File: src/rtl/dpwm_pkg.sv
// Package: types shared by the dithered PWM channel modules.
// Assumes: one step pulse per prescaled clock; the period-end pulse is only
// raised together with a step pulse.
package dpwm_pkg;

    // Timing events produced by the time base for one clock cycle
    typedef struct packed {
        logic step_tick;   // counter advances on this edge
        logic cyc_end;     // counter wraps to zero on this edge
    } dpwm_tick_t;

endpackage

File: src/rtl/dpwm_timebase.sv
// Module: dpwm_timebase
// Divides the clock by PRESCALE into steps. It counts steps in a free-running
// counter whose low BASE_W bits give the step inside a subsection and whose high
// FRAC_W bits give the subsection index.
// Assumes: while hold is high, the counter and the prescaler are kept at zero
// and no events are raised.
module dpwm_timebase #(
    parameter int unsigned BASE_W   = 8,
    parameter int unsigned FRAC_W   = 4,
    parameter int unsigned PRESCALE = 2
) (
    input  logic                   clk,
    input  logic                   rst_n,
    input  logic                   hold,
    output logic [BASE_W-1:0]      step,
    output logic [FRAC_W-1:0]      sub,
    output dpwm_pkg::dpwm_tick_t   tick
);
    localparam int unsigned POS_W = BASE_W + FRAC_W;

    logic             step_tick;
    logic [POS_W-1:0] pos_q;

    generate
        if (PRESCALE <= 1) begin : g_nodiv
            assign step_tick = !hold;
        end else begin : g_div
            localparam int unsigned      DIV_W    = $clog2(PRESCALE);
            localparam logic [DIV_W-1:0] DIV_LAST = DIV_W'(PRESCALE - 1);
            logic [DIV_W-1:0] div_q;

            // Prescaler: counts clocks within one step
            always_ff @(posedge clk) begin
                if (!rst_n || hold)
                    div_q <= '0;
                else if (div_q == DIV_LAST)
                    div_q <= '0;
                else
                    div_q <= div_q + 1'b1;
            end

            assign step_tick = !hold && (div_q == DIV_LAST);
        end
    endgenerate

    // Position counter: step within subsection plus subsection index
    always_ff @(posedge clk) begin
        if (!rst_n || hold)
            pos_q <= '0;
        else if (step_tick)
            pos_q <= pos_q + 1'b1;
    end

    assign step           = pos_q[BASE_W-1:0];
    assign sub            = pos_q[POS_W-1:BASE_W];
    assign tick.step_tick = step_tick;
    assign tick.cyc_end   = step_tick && (&pos_q);

endmodule

File: src/rtl/dpwm_ratemul.sv
// Module: dpwm_ratemul
// Rate multiplier that picks which subsections are stretched by one step.
// Subsection j is stretched when the bit-reversed j is below frac, so exactly
// frac of the 2**FRAC_W subsections are picked and they are spread evenly.
// Assumes: purely combinational; sub is the live subsection index.
module dpwm_ratemul #(
    parameter int unsigned FRAC_W = 4
) (
    input  logic [FRAC_W-1:0] sub,
    input  logic [FRAC_W-1:0] frac,
    output logic              stretch
);
    logic [FRAC_W-1:0] sub_rev;

    for (genvar b = 0; b < FRAC_W; b++) begin : g_rev
        assign sub_rev[b] = sub[FRAC_W-1-b];
    end

    assign stretch = (sub_rev < frac);

endmodule

File: src/rtl/dpwm_shaper.sv
// Module: dpwm_shaper
// Base PWM compare inside one subsection. The output is high on steps below
// base, and also on step base when the subsection is stretched.
// Assumes: drive low forces the level low so the pad sees a quiet line.
module dpwm_shaper #(
    parameter int unsigned BASE_W = 8
) (
    input  logic [BASE_W-1:0] step,
    input  logic [BASE_W-1:0] base,
    input  logic              stretch,
    input  logic              drive,
    output logic              lvl
);
    // Level decision for the current step
    always_comb begin
        lvl = 1'b0;
        if (drive) begin
            if (step < base)
                lvl = 1'b1;
            else if ((step == base) && stretch)
                lvl = 1'b1;
        end
    end

endmodule

File: src/rtl/dpwm_ctrl.sv
// Module: dpwm_ctrl
// Holds the pending and active duty words, the armed flag (channel written
// since the last clear), the sampled output-disable flag and the clear and hold
// state. Every change that is visible at the outputs happens on a period-end edge.
// Assumes: cyc_end is low while hold is high.
module dpwm_ctrl #(
    parameter int unsigned DUTY_W = 12
) (
    input  logic              clk,
    input  logic              rst_n,
    input  logic              clr_n,
    input  logic              oe_dis,
    input  logic              wr_en,
    input  logic [DUTY_W-1:0] wr_duty,
    input  logic              cyc_end,
    output logic [DUTY_W-1:0] duty_act,
    output logic              drive,
    output logic              hold
);
    logic [DUTY_W-1:0] pend_q;
    logic [DUTY_W-1:0] pend_d;
    logic              pend_vld_q;
    logic              pend_vld_d;
    logic              armed_q;
    logic              oe_off_q;
    logic              clr_req_q;
    logic              wr_ok;
    logic              do_clr;

    assign wr_ok      = wr_en && clr_n && !clr_req_q && !hold;
    assign pend_d     = wr_ok ? wr_duty : pend_q;
    assign pend_vld_d = wr_ok || pend_vld_q;
    assign do_clr     = cyc_end && (clr_req_q || !clr_n);

    // Clear request: remembers a low clr_n until the period ends
    always_ff @(posedge clk) begin
        if (!rst_n || do_clr || hold)
            clr_req_q <= 1'b0;
        else if (!clr_n)
            clr_req_q <= 1'b1;
    end

    // Hold: counters stay parked while the clear input remains low
    always_ff @(posedge clk) begin
        if (!rst_n)
            hold <= 1'b0;
        else if (do_clr)
            hold <= !clr_n;
        else if (hold && clr_n)
            hold <= 1'b0;
    end

    // Duty words and armed flag: writes are staged, promoted at period end
    always_ff @(posedge clk) begin
        if (!rst_n) begin
            pend_q     <= '0;
            pend_vld_q <= 1'b0;
            duty_act   <= '0;
            armed_q    <= 1'b0;
        end else if (do_clr) begin
            pend_q     <= '0;
            pend_vld_q <= 1'b0;
            duty_act   <= '0;
            armed_q    <= 1'b0;
        end else if (cyc_end) begin
            pend_vld_q <= 1'b0;
            if (pend_vld_d) begin
                duty_act <= pend_d;
                armed_q  <= 1'b1;
            end
        end else begin
            pend_q     <= pend_d;
            pend_vld_q <= pend_vld_d;
        end
    end

    // Output-disable sample: taken once per period on its last edge
    always_ff @(posedge clk) begin
        if (!rst_n)
            oe_off_q <= 1'b0;
        else if (cyc_end)
            oe_off_q <= oe_dis;
    end

    assign drive = armed_q && !oe_off_q;

endmodule

File: src/rtl/dpwm_ch.sv
// Module: dpwm_ch (top)
// One dithered PWM channel: time base, rate multiplier, base-width compare and
// boundary-synchronous control. pwm_oe low asks the pad to float the pin.
// Assumes: the duty word arrives whole with a one-cycle wr_en strobe.
module dpwm_ch #(
    parameter int unsigned BASE_W   = 8,
    parameter int unsigned FRAC_W   = 4,
    parameter int unsigned PRESCALE = 2
) (
    input  logic                     clk,
    input  logic                     rst_n,
    input  logic                     clr_n,
    input  logic                     oe_dis,
    input  logic                     wr_en,
    input  logic [BASE_W+FRAC_W-1:0] wr_duty,
    output logic                     pwm_lvl,
    output logic                     pwm_oe
);
    localparam int unsigned DUTY_W = BASE_W + FRAC_W;

    logic [BASE_W-1:0]    step_w;
    logic [FRAC_W-1:0]    sub_w;
    dpwm_pkg::dpwm_tick_t tick_w;
    logic [DUTY_W-1:0]    duty_w;
    logic                 drive_w;
    logic                 hold_w;
    logic                 stretch_w;

    dpwm_timebase #(
        .BASE_W  (BASE_W),
        .FRAC_W  (FRAC_W),
        .PRESCALE(PRESCALE)
    ) i_timebase (
        .clk  (clk),
        .rst_n(rst_n),
        .hold (hold_w),
        .step (step_w),
        .sub  (sub_w),
        .tick (tick_w)
    );

    dpwm_ctrl #(
        .DUTY_W(DUTY_W)
    ) i_ctrl (
        .clk     (clk),
        .rst_n   (rst_n),
        .clr_n   (clr_n),
        .oe_dis  (oe_dis),
        .wr_en   (wr_en),
        .wr_duty (wr_duty),
        .cyc_end (tick_w.cyc_end),
        .duty_act(duty_w),
        .drive   (drive_w),
        .hold    (hold_w)
    );

    dpwm_ratemul #(
        .FRAC_W(FRAC_W)
    ) i_ratemul (
        .sub    (sub_w),
        .frac   (duty_w[FRAC_W-1:0]),
        .stretch(stretch_w)
    );

    dpwm_shaper #(
        .BASE_W(BASE_W)
    ) i_shaper (
        .step   (step_w),
        .base   (duty_w[DUTY_W-1:FRAC_W]),
        .stretch(stretch_w),
        .drive  (drive_w),
        .lvl    (pwm_lvl)
    );

    assign pwm_oe = drive_w;

endmodule

File: config.mk
export PLATFORM = sky130hd
export DESIGN_NAME = dpwm_ch
export DESIGN_NICKNAME = d
export VERILOG_FILES = /design/src/rtl/dpwm_pkg.sv /design/src/rtl/dpwm_timebase.sv /design/src/rtl/dpwm_ratemul.sv /design/src/rtl/dpwm_shaper.sv /design/src/rtl/dpwm_ctrl.sv /design/src/rtl/dpwm_ch.sv
export SDC_FILE = /design/constraint.sdc
export NUM_CORES = 1
export LEC_CHECK = 0
export ABC_AREA = 1
export CAP_MARGIN = 40
export CORE_UTILIZATION = 60
export CTS_BUF_LIST = sky130_fd_sc_hd__clkbuf_4 sky130_fd_sc_hd__clkbuf_8
export CTS_CLUSTER_DIAMETER = 150
export CTS_CLUSTER_SIZE = 10
export DETAILED_ROUTE_END_ITERATION = 6
export PLACE_DENSITY = 0.88
export SLEW_MARGIN = 10
export SYNTH_ARGS = -nofsm -noshare
export SYNTH_HDL_FRONTEND = slang
export SYNTH_SLANG_ARGS = --single-unit
File: constraint.sdc
create_clock -name clk -period 4.6 [get_ports clk]
set_input_delay 0.92 -clock clk [delete_from_list [all_inputs] [get_ports clk]]
set_output_delay 0.92 -clock clk [all_outputs]
set_load 0.02 [all_outputs]
---- Word-level counts from Yosys, hierarchy flattened ----
Index checks and enable logic that the tools add are counted.
word-level totals
  bits of input ports ..................... 17
  word-level logic and storage cells ...... 46
  register bits ........................... 42
  output and inout bits ................... 2
cells by class
  reduce and logical (&&, ||, !) cells .... 25
  equal/unequal tests ..................... 1
  multiplexer cells ....................... 6
  $add $sub $neg .......................... 2
  bitwise logic cells ..................... 1
  order comparisons ....................... 2
operator list
  operator                                                         count
  12-bit by 1-bit adder with 12-bit output, second input constant  1
  12-bit 2-to-1 mux                                                1
  12-bit AND reduction                                             1
  1-bit logical AND                                                9
  8-bit == test                                                    1
  8-bit < comparator                                               1
  1-bit logical NOT                                                5
  1-bit logical OR                                                 5
  1-bit 2-to-1 mux                                                 5
  4-bit < comparator                                               1
  2-bit OR reduction                                               2
  3-bit OR reduction                                               1
  2-bit AND reduction                                              1
  2-bit nonzero test                                               1
  1-bit adder, second input constant                               1
  1-bit NOT                                                        1

---- Logic depth before layout (Yosys ltp) ----
Gate-level depths: netlist of run 1.
  depth after elaboration ................. 6
  depth in mapped cells ................... 10
  mapped depth without buffers ............ 9

---- By module ----
Synthesis of run 1 repeated with hierarchy kept, for this count alone.
second synthesis, totals
  cells, all modules ...................... 361
  area, all modules ....................... 2,377.3 µm²
by module, submodules not included
  module         area each (µm²)  seq. area each (µm²)  times used  cells each
  dpwm_ctrl      1,362.6          580.6                 1           204
  dpwm_timebase  686.9            260.2                 1           103
  dpwm_shaper    236.5            0.0                   1           39
  dpwm_ratemul   91.3             0.0                   1           15

---- Least setup slack after synthesis of run 1 ----
No wires, ideal clock.
  path type ............................... flip-flop to output port
  start ................................... register i_ctrl.duty_act[5]
  end ..................................... output pwm_lvl
  data required time ...................... 3,680 ps
  path slack .............................. 2,366 ps
  arrival ................................. 1,314 ps
  stages on the path, launching flop included .. 10
  path buffers ............................ 0
  cell sequence ........................... dfxtp_1 -> inv_1 -> ha_1 -> inv_1 -> nor2_1 -> o21ai_0 -> nand2_1 -> nand2_1 -> nand2_1 -> a21oi_1
on the way
  longest elaborated chain between the ends .. 5
  elaborated cells between the ends (all ways) .. 6
  classes of those cells .................. order compare (1); eq/ne (1); mux (3); reduce/logical (1)
RTL lines
  element                                                                     RTL line           source
  start: declaration                                                          dpwm_ctrl.sv:16    output logic [DUTY_W-1:0] duty_act,
  start signal: assignment                                                    dpwm_ctrl.sv:68    duty_act <= pend_d;
  parallel branches: the longest is 3 deep, another holds 8-bit < comparator  --
  1-bit 2-to-1 mux (*)                                                        dpwm_shaper.sv:18  if (step < base)
  1-bit 2-to-1 mux (*)                                                        dpwm_shaper.sv:17  if (drive) begin
  end: declaration                                                            dpwm_ch.sv:16      output logic pwm_lvl,
Every way passes the cells marked *.

---- Worst setup path in the final report of run 1 ----
Ends and elaborated chain as after synthesis.

==> summary.md, run 1 <==
| Metric | Value |
|---|---|
| Status | finished clean |
| Mapped Area | 2310 um^2 |
| Drt drc | 0 |
| Reg clk slew, reported paths | 0.07 ns |
| Synth cell types | 25 |
| Antenna Cells | 0 |
| Initial Utilization | 62.6% |
| Seq cells post-synth | 42 |
| Critical Path Source Type | flip-flop |
| Area grow syn2layout | 12.8% |
| Post-DP HPWL | 3380 um |
| Total number of vias | 2054 |
| TritonCTS Buffers | 5 |
| TNS Setup | 0 ns |
| Syn Nets | 378 |
| Die width | 64.0 um |
| Vias in the first global route | 1944 |
| Top cell type's share of synthesized area | 36.4% |
| Cts hold-fix bufs | 0 |
| Slew @ Worst Pin | 0.571 ns |
| Number of synthesized flops with an enable pin | 0 |
| IO Port Bufs | 18 |
| Site Rows | 22 |
| WS Path Type | flip-flop to output port |
| Gr usage total | 25.4% |
| Largest fanout on the critical path | 2 |
| Die Area | 4100 um^2 |
| Number of setup violations in the final report | 0 |
| Commonest non-fill, non-tap cell in the layout | nand2_1 |
| GP Congestion | 0.842 |
| Leakage Power | 1.30 nW |
| Max-slew violations | 0 |
| IR drop worst, VDD | 0.227 mV |
| Initial antenna violation count | 0 |
| Syn_area_per_cell | 6.61 um^2 |
| Core Area | 3690 um^2 |
| Synth Flop Type | dfxtp_1 |
| Root Buffer | clkbuf_8 |
| Drt first pass iters | 4 |
| DRT Wirelength | 4580 um |
| Async SR Flop Fraction | 0% |
| Final Net Count | 394 |
| Hold/Removal Path Class | flip-flop to flip-flop |
| Pwr dens | 289 nW/um^2 |
| CP arrival | 2.13 ns |
| Final hold vios | 0 |
| Die Ht | 64.0 um |
| Crit. End Element | output port |
| RSZ-0062 raised after global routing | false |
| Worst skew pair latency | 0.29 ns |
| Ranking of synthesized cells by area | dfxtp_1 (36%), nand2_1 (17%), inv_1 (10%) |
| Post-CTS Repair Setup Buffers | 0 |
| CTS H-tree depth | 2 |
| Gr ovfl total | 0 |
| Via/cell ratio | 4.96 |
| Layout cell share with drive strength beyond 1 | 7.10% |
| DR WL/cell | 11.1 um |
| Commonest non-fill, non-tap cells in the layout | nand2_1 (102), inv_1 (63), nor2_1 (49) |
| Io pins | 19 |
| Minimum clock period | 3.05 ns |
| Initial DRC Count | 143 |
| Max-slew headroom | 61.8% |
| Clk buf depth | 2 |
| Cells after Synth | 349 |
| Synthesis Warnings | 0 |
| Global-route wire length before repair | 8110 um |
| Sequential fraction of the synthesis area | 36.4% |
| CTS tree | built |
| Pin count of the biggest net entering global routing | 32 |
| Util after Layout | 70.6% |
| Max Freq | 328 MHz |
| Period utilization | 66.4% |
| ANT nets after route | 0 |
| Cell taking the most area after synthesis | dfxtp_1 |
| Required @ worst endpoint | 3.68 ns |
| Clock skew | 0.00932 ns |
| CTS sink cnt | 42 |
| # Max-Cap Violations | 0 |
| Resized cells post-CTS | 0 |
## registers in the layout (all words and copies together) (netlist names)
signal                  flops
i_ctrl.oe_off_q             1
i_ctrl.hold                 1
i_timebase.g_div.div_q      1
i_ctrl.pend_vld_q           1
i_timebase.pos_q           12
i_ctrl.clr_req_q            1
i_ctrl.pend_q              12
i_ctrl.duty_act            12
i_ctrl.armed_q              1
## worst max-delay path: stages (launching register included)
cell and delay [ns]:
dfxtp_1 0.32, inv_1 0.06, ha_1 0.31, inv_1 0.06, nor2_1 0.03, o21ai_0 0.13
nand2_1 0.10, nand2_1 0.06, nand2_1 0.04, a21oi_1 0.11, clkdlybuf4s50_1 0.61
## area by class of cell
cell class,count,area (um^2)
inverter,65,244
multi-input combinational,233,1160
sequential,42,841
fill,309,1080
tap,48,60.1
timing repair buffer,18,180
clock buffer,7,83.8
clock inverter,1,30.0
## report_power, final
group          internal [mW]  switching [mW]
logic                 0.0320          0.0453
registers              0.373         0.00644
clock network          0.174           0.121
total                  0.580           0.173
## kinds of logic (layout without fill, tap and decap cells)
| group | after synthesis | in the layout | synth area share (%) |
|---|---|---|---|
| and+or+nand+nor | 187 | 187 | 35.4 |
| buffers and inverters | 74 | 91 | 13.1 |
| DFF | 42 | 42 | 36.4 |
| AOI/OAI and AO/OA | 33 | 33 | 8.18 |
| adders and majority gates | 12 | 12 | 6.50 |
| xor gates and xnor gates | 1 | 1 | 0.379 |
## Yosys cell counts, types with 3 or more instances
master and count:
ha_1 12, nand4_1 3, a21oi_1 12, nor2_1 49
dfxtp_1 42, inv_1 63, nand2_1 102, o21ai_0 13
o21ai_2 5, nand2_2 3, buf_2 5, nand3_1 21
## metal layers
layer / track usage, % / up-vias / share of wire, %
li1: - / 1097 / -
met1: 29.3 / 907 / 45
met2: 45.9 / 41 / 49
met3: 5.71 / 9 / 4.0
met4: 8.24 / 0 / 1.7
met5: 0 / - / 0
## stage by stage
| stage | worst slack (ns) | total power [mW] | std cells | hold slack, ns | area (um^2) |
|---|---|---|---|---|---|
| 2_1_floorplan | 2.37 | 0.439 | 349 | 0.424 | 2310 |
| 3_3_place_gp | 1.63 | 0.462 | 406 | 0.453 | 2490 |
| 3_5_place_dp | 1.57 | 0.465 | 406 | 0.463 | 2490 |
| 4_1_cts | 1.55 | 0.755 | 414 | 0.480 | 2600 |
| 5_1_grt | 1.40 | 0.781 | 414 | 0.506 | 2600 |
| 6_report | 1.55 | 0.752 | 414 | 0.483 | 2600 |
## final timing paths
check	start	to	slack, ns	cells past startpoint
hold / removal	i_ctrl.oe_off_q$_SDFFE_PN0P_	i_ctrl.oe_off_q$_SDFFE_PN0P_	0.48	2
hold reg to reg	i_ctrl.oe_off_q$_SDFFE_PN0P_	i_ctrl.oe_off_q$_SDFFE_PN0P_	0.48	2
setup reg to reg	i_timebase.pos_q[1]$_SDFFE_PP0P_	i_ctrl.duty_act[5]$_SDFFE_PP0P_	2.56	8
setup / recovery	i_ctrl.duty_act[5]$_SDFFE_PP0P_	pwm_lvl	1.55	10
Note: power is estimated with default switching activity, not from simulation.
==> inputs of run 2 (changes only) <==
==> constraint.sdc (replaced) <==
create_clock -name clk -period 3.1 [get_ports clk]
set_input_delay 0.62 -clock clk [delete_from_list [all_inputs] [get_ports clk]]
set_output_delay 0.62 -clock clk [all_outputs]
set_load 0.02 [all_outputs]
==> run 2 against run 1 <==
Compared with the run above: clock power increased by 50%; utilization increased by 0.61 points; final cell count increased by 0.72%; final area increased by 0.86%; sequential share of layout area decreased by 0.28 points; first-iteration DRC count decreased by 34%; combinational power increased by 52%; die area unchanged; register-to-register slack got worse by 1.5 ns; largest power group unchanged.
==> summary.md, run 2 (synthesis gave the netlist of run 1 again) <==
| Metric | Value |
|---|---|
| Status | finished clean (unchanged) |
| IR drop worst, VDD | 0.239 mV (was 0.227 mV) |
| Site Rows | 22 (unchanged) |
| Final hold vios | 0 (unchanged) |
| Die width | 64.0 um (unchanged) |
| RSZ-0062 raised after global routing | false (unchanged) |
| Max Freq | 367 MHz |
| # fillers | 300 (was 309) |
| Via/cell ratio | 4.93 (was 4.96) |
| Initial Utilization | 62.6% (unchanged) |
| ANT nets after route | 0 (unchanged) |
| Drt drc | 0 (unchanged) |
| Util after Layout | 71.2% (was 70.6%) |
| Largest fanout on the critical path | 5 (was 2) |
| Minimum clock period | 2.72 ns |
| TritonCTS Buffers | 5 (unchanged) |
| Gr usage total | 26.1% (was 25.4%) |
| Area grow syn2layout | 13.8% (was 12.8%) |
| Final Net Count | 397 (was 394) |
| Commonest non-fill, non-tap cells in the layout | nand2_1 (102), inv_1 (63), nor2_1 (49) (unchanged) |
| Drt first pass iters | 4 (unchanged) |
| # Max-Cap Violations | 0 (unchanged) |
| Area of the multi-input gates | 1160 um^2 (unchanged) |
| Die Ht | 64.0 um (unchanged) |
| TNS Setup | 0 ns (unchanged) |
| Pin count of the biggest net entering global routing | 32 (unchanged) |
| CTS H-tree depth | 2 (unchanged) |
| CTS tree | built (unchanged) |
| IO Port Bufs | 18 (unchanged) |
| Resized cells post-CTS | 0 (unchanged) |
| Antenna Cells | 0 (unchanged) |
| Initial antenna violation count | 0 (unchanged) |
| Vias in the first global route | 1920 (was 1944) |
| Hold Path Origin | i_ctrl.oe_off_q$_SDFFE_PN0P_ (unchanged) |
| GP Congestion | 0.842 (about the same) |
| Max-slew violations | 0 (unchanged) |
| Root Buffer | clkbuf_8 (unchanged) |
| Post-CTS Repair Setup Buffers | 0 (unchanged) |
| Critical Path Source Type | flip-flop (unchanged) |
| Max-slew headroom | 69.0% (was 61.8%) |
| Die Area | 4100 um^2 (unchanged) |
| Number of setup violations in the final report | 0 (unchanged) |
| Global-route wire length before repair | 8170 um (was 8110 um) |
| Total number of vias | 2057 (was 2054) |
| CP arrival | 2.10 ns (was 2.13 ns) |
| Reg2reg start | i_timebase.pos_q[1]$_SDFFE_PP0P_ (unchanged) |
| Slew @ Worst Pin | 0.464 ns (was 0.571 ns) |
| DR WL/cell | 11.0 um (was 11.1 um) |
| Clk buf depth | 2 (unchanged) |
| Overall Power | 1.12 mW (was 0.752 mW) |
| Initial DRC Count | 95 (was 143) |
| Gr ovfl total | 0 (unchanged) |
| Register Area | 841 um^2 (unchanged) |
| Hold/Removal Path Class | flip-flop to flip-flop (unchanged) |
| Cts hold-fix bufs | 0 (unchanged) |
| WHS | 0.468 ns (was 0.483 ns) |
| Required @ worst endpoint | 2.48 ns (was 3.68 ns) |
| Crit. End Element | output port (unchanged) |
| Layout cell share with drive strength beyond 1 | 7.86% (was 7.10%) |
| Reg clk slew, reported paths | 0.08 ns (was 0.07 ns) |
| Worst Setup SP | i_timebase.pos_q[3]$_SDFFE_PP0P_ (was i_ctrl.duty_act[5]$_SDFFE_PP0P_) |
| Post-DP HPWL | 3270 um (was 3380 um) |
| Core Area | 3690 um^2 (unchanged) |
| Pwr dens | 428 nW/um^2 (was 289 nW/um^2) |
| Commonest non-fill, non-tap cell in the layout | nand2_1 (unchanged) |
| Largest regs | i_ctrl.duty_act x12, i_ctrl.pend_q x12, i_timebase.pos_q x12 (unchanged) |
| Period utilization | 87.9% |
| Worst skew pair latency | 0.30 ns (was 0.29 ns) |
| DRT Wirelength | 4570 um (was 4580 um) |
| Clock skew | 0.00571 ns (was 0.00932 ns) |
| WS Path Type | flip-flop to output port (unchanged) |
| CTS sink cnt | 42 (unchanged) |
| Leakage Power | 1.31 nW (was 1.30 nW) |
| Io pins | 19 (unchanged) |
-- run 2: changes by cell type in the layout (fill, tap and decap cells not counted), sizes merged --
cell and change:
clkbuf -1, clkinvlp +1, buf +3
-- run 2: critical path, cell delays in order, from the launching register on --
cell and delay [ns]:
dfxtp_1 0.36, ha_1 0.31, nand2_1 0.06, inv_1 0.07
nand3_1 0.07, nor2_1 0.09, nand3_1 0.08, a21oi_1 0.15
clkdlybuf4s50_1 0.61
-- run 2: path summary, 6_finish.rpt --
path | slack, ns | depth (start not counted) | to
min reg2reg | 0.47 | 2 | i_ctrl.oe_off_q$_SDFFE_PN0P_
min | 0.47 | 2 | i_ctrl.oe_off_q$_SDFFE_PN0P_
max reg2reg | 1.07 | 8 | i_ctrl.duty_act[10]$_SDFFE_PP0P_
max | 0.38 | 8 | pwm_lvl
-- run 2: layout make-up --
class                      count  area share [%]
sequential                    42            32.0
timing repair buffer          21            7.72
clock buffer                   6            2.91
clock inverter                 2            1.43
inverter                      65            9.29
multi-input combinational    233            44.4
tap                           48            2.29
-- run 2: metal layers --
layer / GRT usage [%] / wire [um]
met1: 29.9 / 2030
met2: 46.8 / 2270
met3: 6.96 / 200
met4: 7.95 / 68
met5: 0 / 0
-- run 2: through the flow --
stage	cells	worst slack (ns)	area, um^2
2_1_floorplan	349	1.17	2310
3_5_place_dp	409	0.713	2510
5_1_grt	417	0.234	2630
3_3_place_gp	409	0.752	2510
4_1_cts	417	0.373	2630
6_report	417	0.376	2630
-- run 2: report_power, final --
part	switching, mW	total, mW	internal [mW]
logic	0.0666	0.117	0.0504
clock network	0.194	0.443	0.249
registers	0.00960	0.563	0.554
total	0.271	1.12	0.853
==> inputs of run 3 (changes only) <==
--- a/config.mk
+++ b/config.mk
@@ -6,13 +6,14 @@
 export NUM_CORES = 1
 export LEC_CHECK = 0
 export ABC_AREA = 1
-export CAP_MARGIN = 40
+export CAP_MARGIN = 0
 export CORE_UTILIZATION = 60
 export CTS_BUF_LIST = sky130_fd_sc_hd__clkbuf_4 sky130_fd_sc_hd__clkbuf_8
 export CTS_CLUSTER_DIAMETER = 150
 export CTS_CLUSTER_SIZE = 10
 export DETAILED_ROUTE_END_ITERATION = 6
 export PLACE_DENSITY = 0.88
+export REMOVE_ABC_BUFFERS = 1
 export SLEW_MARGIN = 10
 export SYNTH_ARGS = -nofsm -noshare
 export SYNTH_HDL_FRONTEND = slang
==> constraint.sdc (replaced) <==
create_clock -name clk -period 3.2 [get_ports clk]
set_input_delay 0.64 -clock clk [delete_from_list [all_inputs] [get_ports clk]]
set_output_delay 0.64 -clock clk [all_outputs]
set_load 0.02 [all_outputs]
==> run 3 against run 2 <==
Compared with the run above: hold slack improved by 0.0026 ns; non-clock buffer count unchanged; clock power decreased by 8.8%; global-route usage decreased by 0.77 points; count of clock-buffer cells in the layout increased by 2; final area decreased by 0.14%; first-iteration DRC count increased by 20%; combinational power decreased by 3%; setup slack got worse by 0.023 ns; highest routed layer unchanged.
==> summary.md, run 3 (synthesis gave the netlist of run 1 again) <==
| Metric | Value |
|---|---|
| Status | finished clean (unchanged) |
| Total number of vias | 2101 (was 2057) |
| Post-DP HPWL | 3430 um (was 3270 um) |
| # Max-Cap Violations | 0 (unchanged) |
| WHS | 0.471 ns (was 0.468 ns) |
| Via/cell ratio | 5.04 (was 4.93) |
| CP arrival | 2.21 ns (was 2.10 ns) |
| Initial DRC Count | 114 (was 95) |
| Number of setup violations in the final report | 0 (unchanged) |
| Antenna Cells | 0 (unchanged) |
| Global-route wire length before repair | 7910 um (was 8170 um) |
| WS Path Type | flip-flop to output port (unchanged) |
| Clock skew | 0.00773 ns (was 0.00571 ns) |
| Post-CTS Repair Setup Buffers | 0 (unchanged) |
| DRT Wirelength | 4710 um (was 4570 um) |
| Die Area | 4100 um^2 (unchanged) |
| DR WL/cell | 11.3 um (was 11.0 um) |
| Crit. End Element | output port (unchanged) |
| Cts hold-fix bufs | 0 (unchanged) |
| Resized cells post-CTS | 0 (unchanged) |
| Reg clk slew, reported paths | 0.08 ns (about the same) |
| Flop pwr share | 51.4% (was 50.1%) |
| Site Rows | 22 (unchanged) |
| Gr usage total | 25.3% (was 26.1%) |
| CTS tree | built (unchanged) |
| Final Net Count | 397 (unchanged) |
| Io pins | 19 (unchanged) |
| Final hold vios | 0 (unchanged) |
| CTS sink cnt | 42 (unchanged) |
| Worst skew pair latency | 0.30 ns (about the same) |
| TNS Setup | 0 ns (unchanged) |
| Commonest non-fill, non-tap cell in the layout | nand2_1 (unchanged) |
| Core Area | 3690 um^2 (unchanged) |
| Required @ worst endpoint | 2.56 ns (was 2.48 ns) |
| Initial Utilization | 62.6% (unchanged) |
| # fillers | 305 (was 300) |
| Drt first pass iters | 6 (was 4) |
| Commonest non-fill, non-tap cells in the layout | nand2_1 (102), inv_1 (63), nor2_1 (49) (unchanged) |
| Minimum clock period | 2.85 ns |
| Initial antenna violation count | 0 (unchanged) |
| Layout cell share with drive strength beyond 1 | 7.86% (unchanged) |
| Gr ovfl total | 0 (unchanged) |
| Clk buf depth | 2 (unchanged) |
| Largest regs | i_ctrl.duty_act x12, i_ctrl.pend_q x12, i_timebase.pos_q x12 (unchanged) |
| Critical Path Source Type | flip-flop (unchanged) |
| Total internal power | 0.803 mW (was 0.853 mW) |
| Period utilization | 89.0% |
| Die Ht | 64.0 um (unchanged) |
| Drt drc | 0 (unchanged) |
| Slew @ Worst Pin | 0.477 ns (was 0.464 ns) |
| Switching Fraction | 24.5% (was 24.1%) |
| IO Port Bufs | 18 (unchanged) |
| Sw power | 0.260 mW (was 0.271 mW) |
| TritonCTS Buffers | 5 (unchanged) |
| Util after Layout | 71.1% (was 71.2%) |
| Comb power frac | 10.6% (was 10.4%) |
| RSZ-0062 raised after global routing | false (unchanged) |
| Max-slew headroom | 68.1% (was 69.0%) |
| Largest fanout on the critical path | 2 (was 5) |
| Pwr dens | 405 nW/um^2 (was 428 nW/um^2) |
| Leakage Power | 1.31 nW (about the same) |
| GP Congestion | 0.834 (was 0.842) |
| Area grow syn2layout | 13.6% (was 13.8%) |
| IR drop worst, VDD | 0.279 mV (was 0.239 mV) |
| Hold/Removal Path Class | flip-flop to flip-flop (unchanged) |
| Pin count of the biggest net entering global routing | 32 (unchanged) |
| Max-slew violations | 0 (unchanged) |
| Vias in the first global route | 1910 (was 1920) |
| Max Freq | 351 MHz |
| Die width | 64.0 um (unchanged) |
| CTS H-tree depth | 2 (unchanged) |
| ANT nets after route | 0 (unchanged) |
| Root Buffer | clkbuf_8 (unchanged) |
| Clk network pwr share | 38.0% (was 39.5%) |
[run 3: area by class of cell]
type	instances	area [um^2]	share of cell area, %
Inverter	65	244	9.30
Timing Repair Buffer	21	203	7.73
Tap cell	48	60.1	2.29
Sequential cell	42	841	32.1
Clock buffer	8	110	4.20
Multi-Input combinational cell	233	1160	44.4
[run 3: worst max-delay path: stages (launching register included)]
cell	delay, ns
dfxtp_1	0.32
inv_1	0.06
ha_1	0.29
nand2_1	0.05
inv_1	0.06
nand3_1	0.07
nor2_1	0.13
nand3_1	0.10
a21oi_1	0.19
clkdlybuf4s50_1	0.64
[run 3: per-stage QoR]
step                      cells  total power, mW  cell area [um^2]  worst slack (ns)
after CTS                   417             1.06              2620             0.334
final                       417             1.06              2620             0.353
after global placement      409            0.668              2510             0.722
after global routing        417             1.11              2620             0.192
after floorplan             340            0.628              2250              1.25
after detailed placement    409            0.671              2510             0.678
[run 3: routing by layer]
layer / GRT usage, % / up-vias / wire (um)
li1: - / 1097 / -
met1: 28.3 / 931 / 2040
met2: 44.1 / 58 / 2360
met3: 6.96 / 15 / 226
met4: 11.9 / 0 / 83
met5: 0 / - / 0
[run 3: final timing paths]
path	startpoint	endpoint	slack, ns	cells after the start
setup / recovery	i_ctrl.duty_act[7]$_SDFFE_PP0P_	pwm_lvl	0.35	9
hold / removal	i_ctrl.oe_off_q$_SDFFE_PN0P_	i_ctrl.oe_off_q$_SDFFE_PN0P_	0.47	2
setup reg to reg	i_timebase.pos_q[1]$_SDFFE_PP0P_	i_ctrl.duty_act[10]$_SDFFE_PP0P_	1.13	8
hold reg to reg	i_ctrl.oe_off_q$_SDFFE_PN0P_	i_ctrl.oe_off_q$_SDFFE_PN0P_	0.47	2
[run 3: power by group through the flow]
stage               clock [mW]  combinational [mW]  sequential (mW)
detailed placement           0               0.112            0.559
CTS                      0.404               0.113            0.546
global placement             0               0.110            0.558
global route             0.433               0.128            0.548
finish                   0.404               0.113            0.546
floorplan                    0              0.0723            0.556
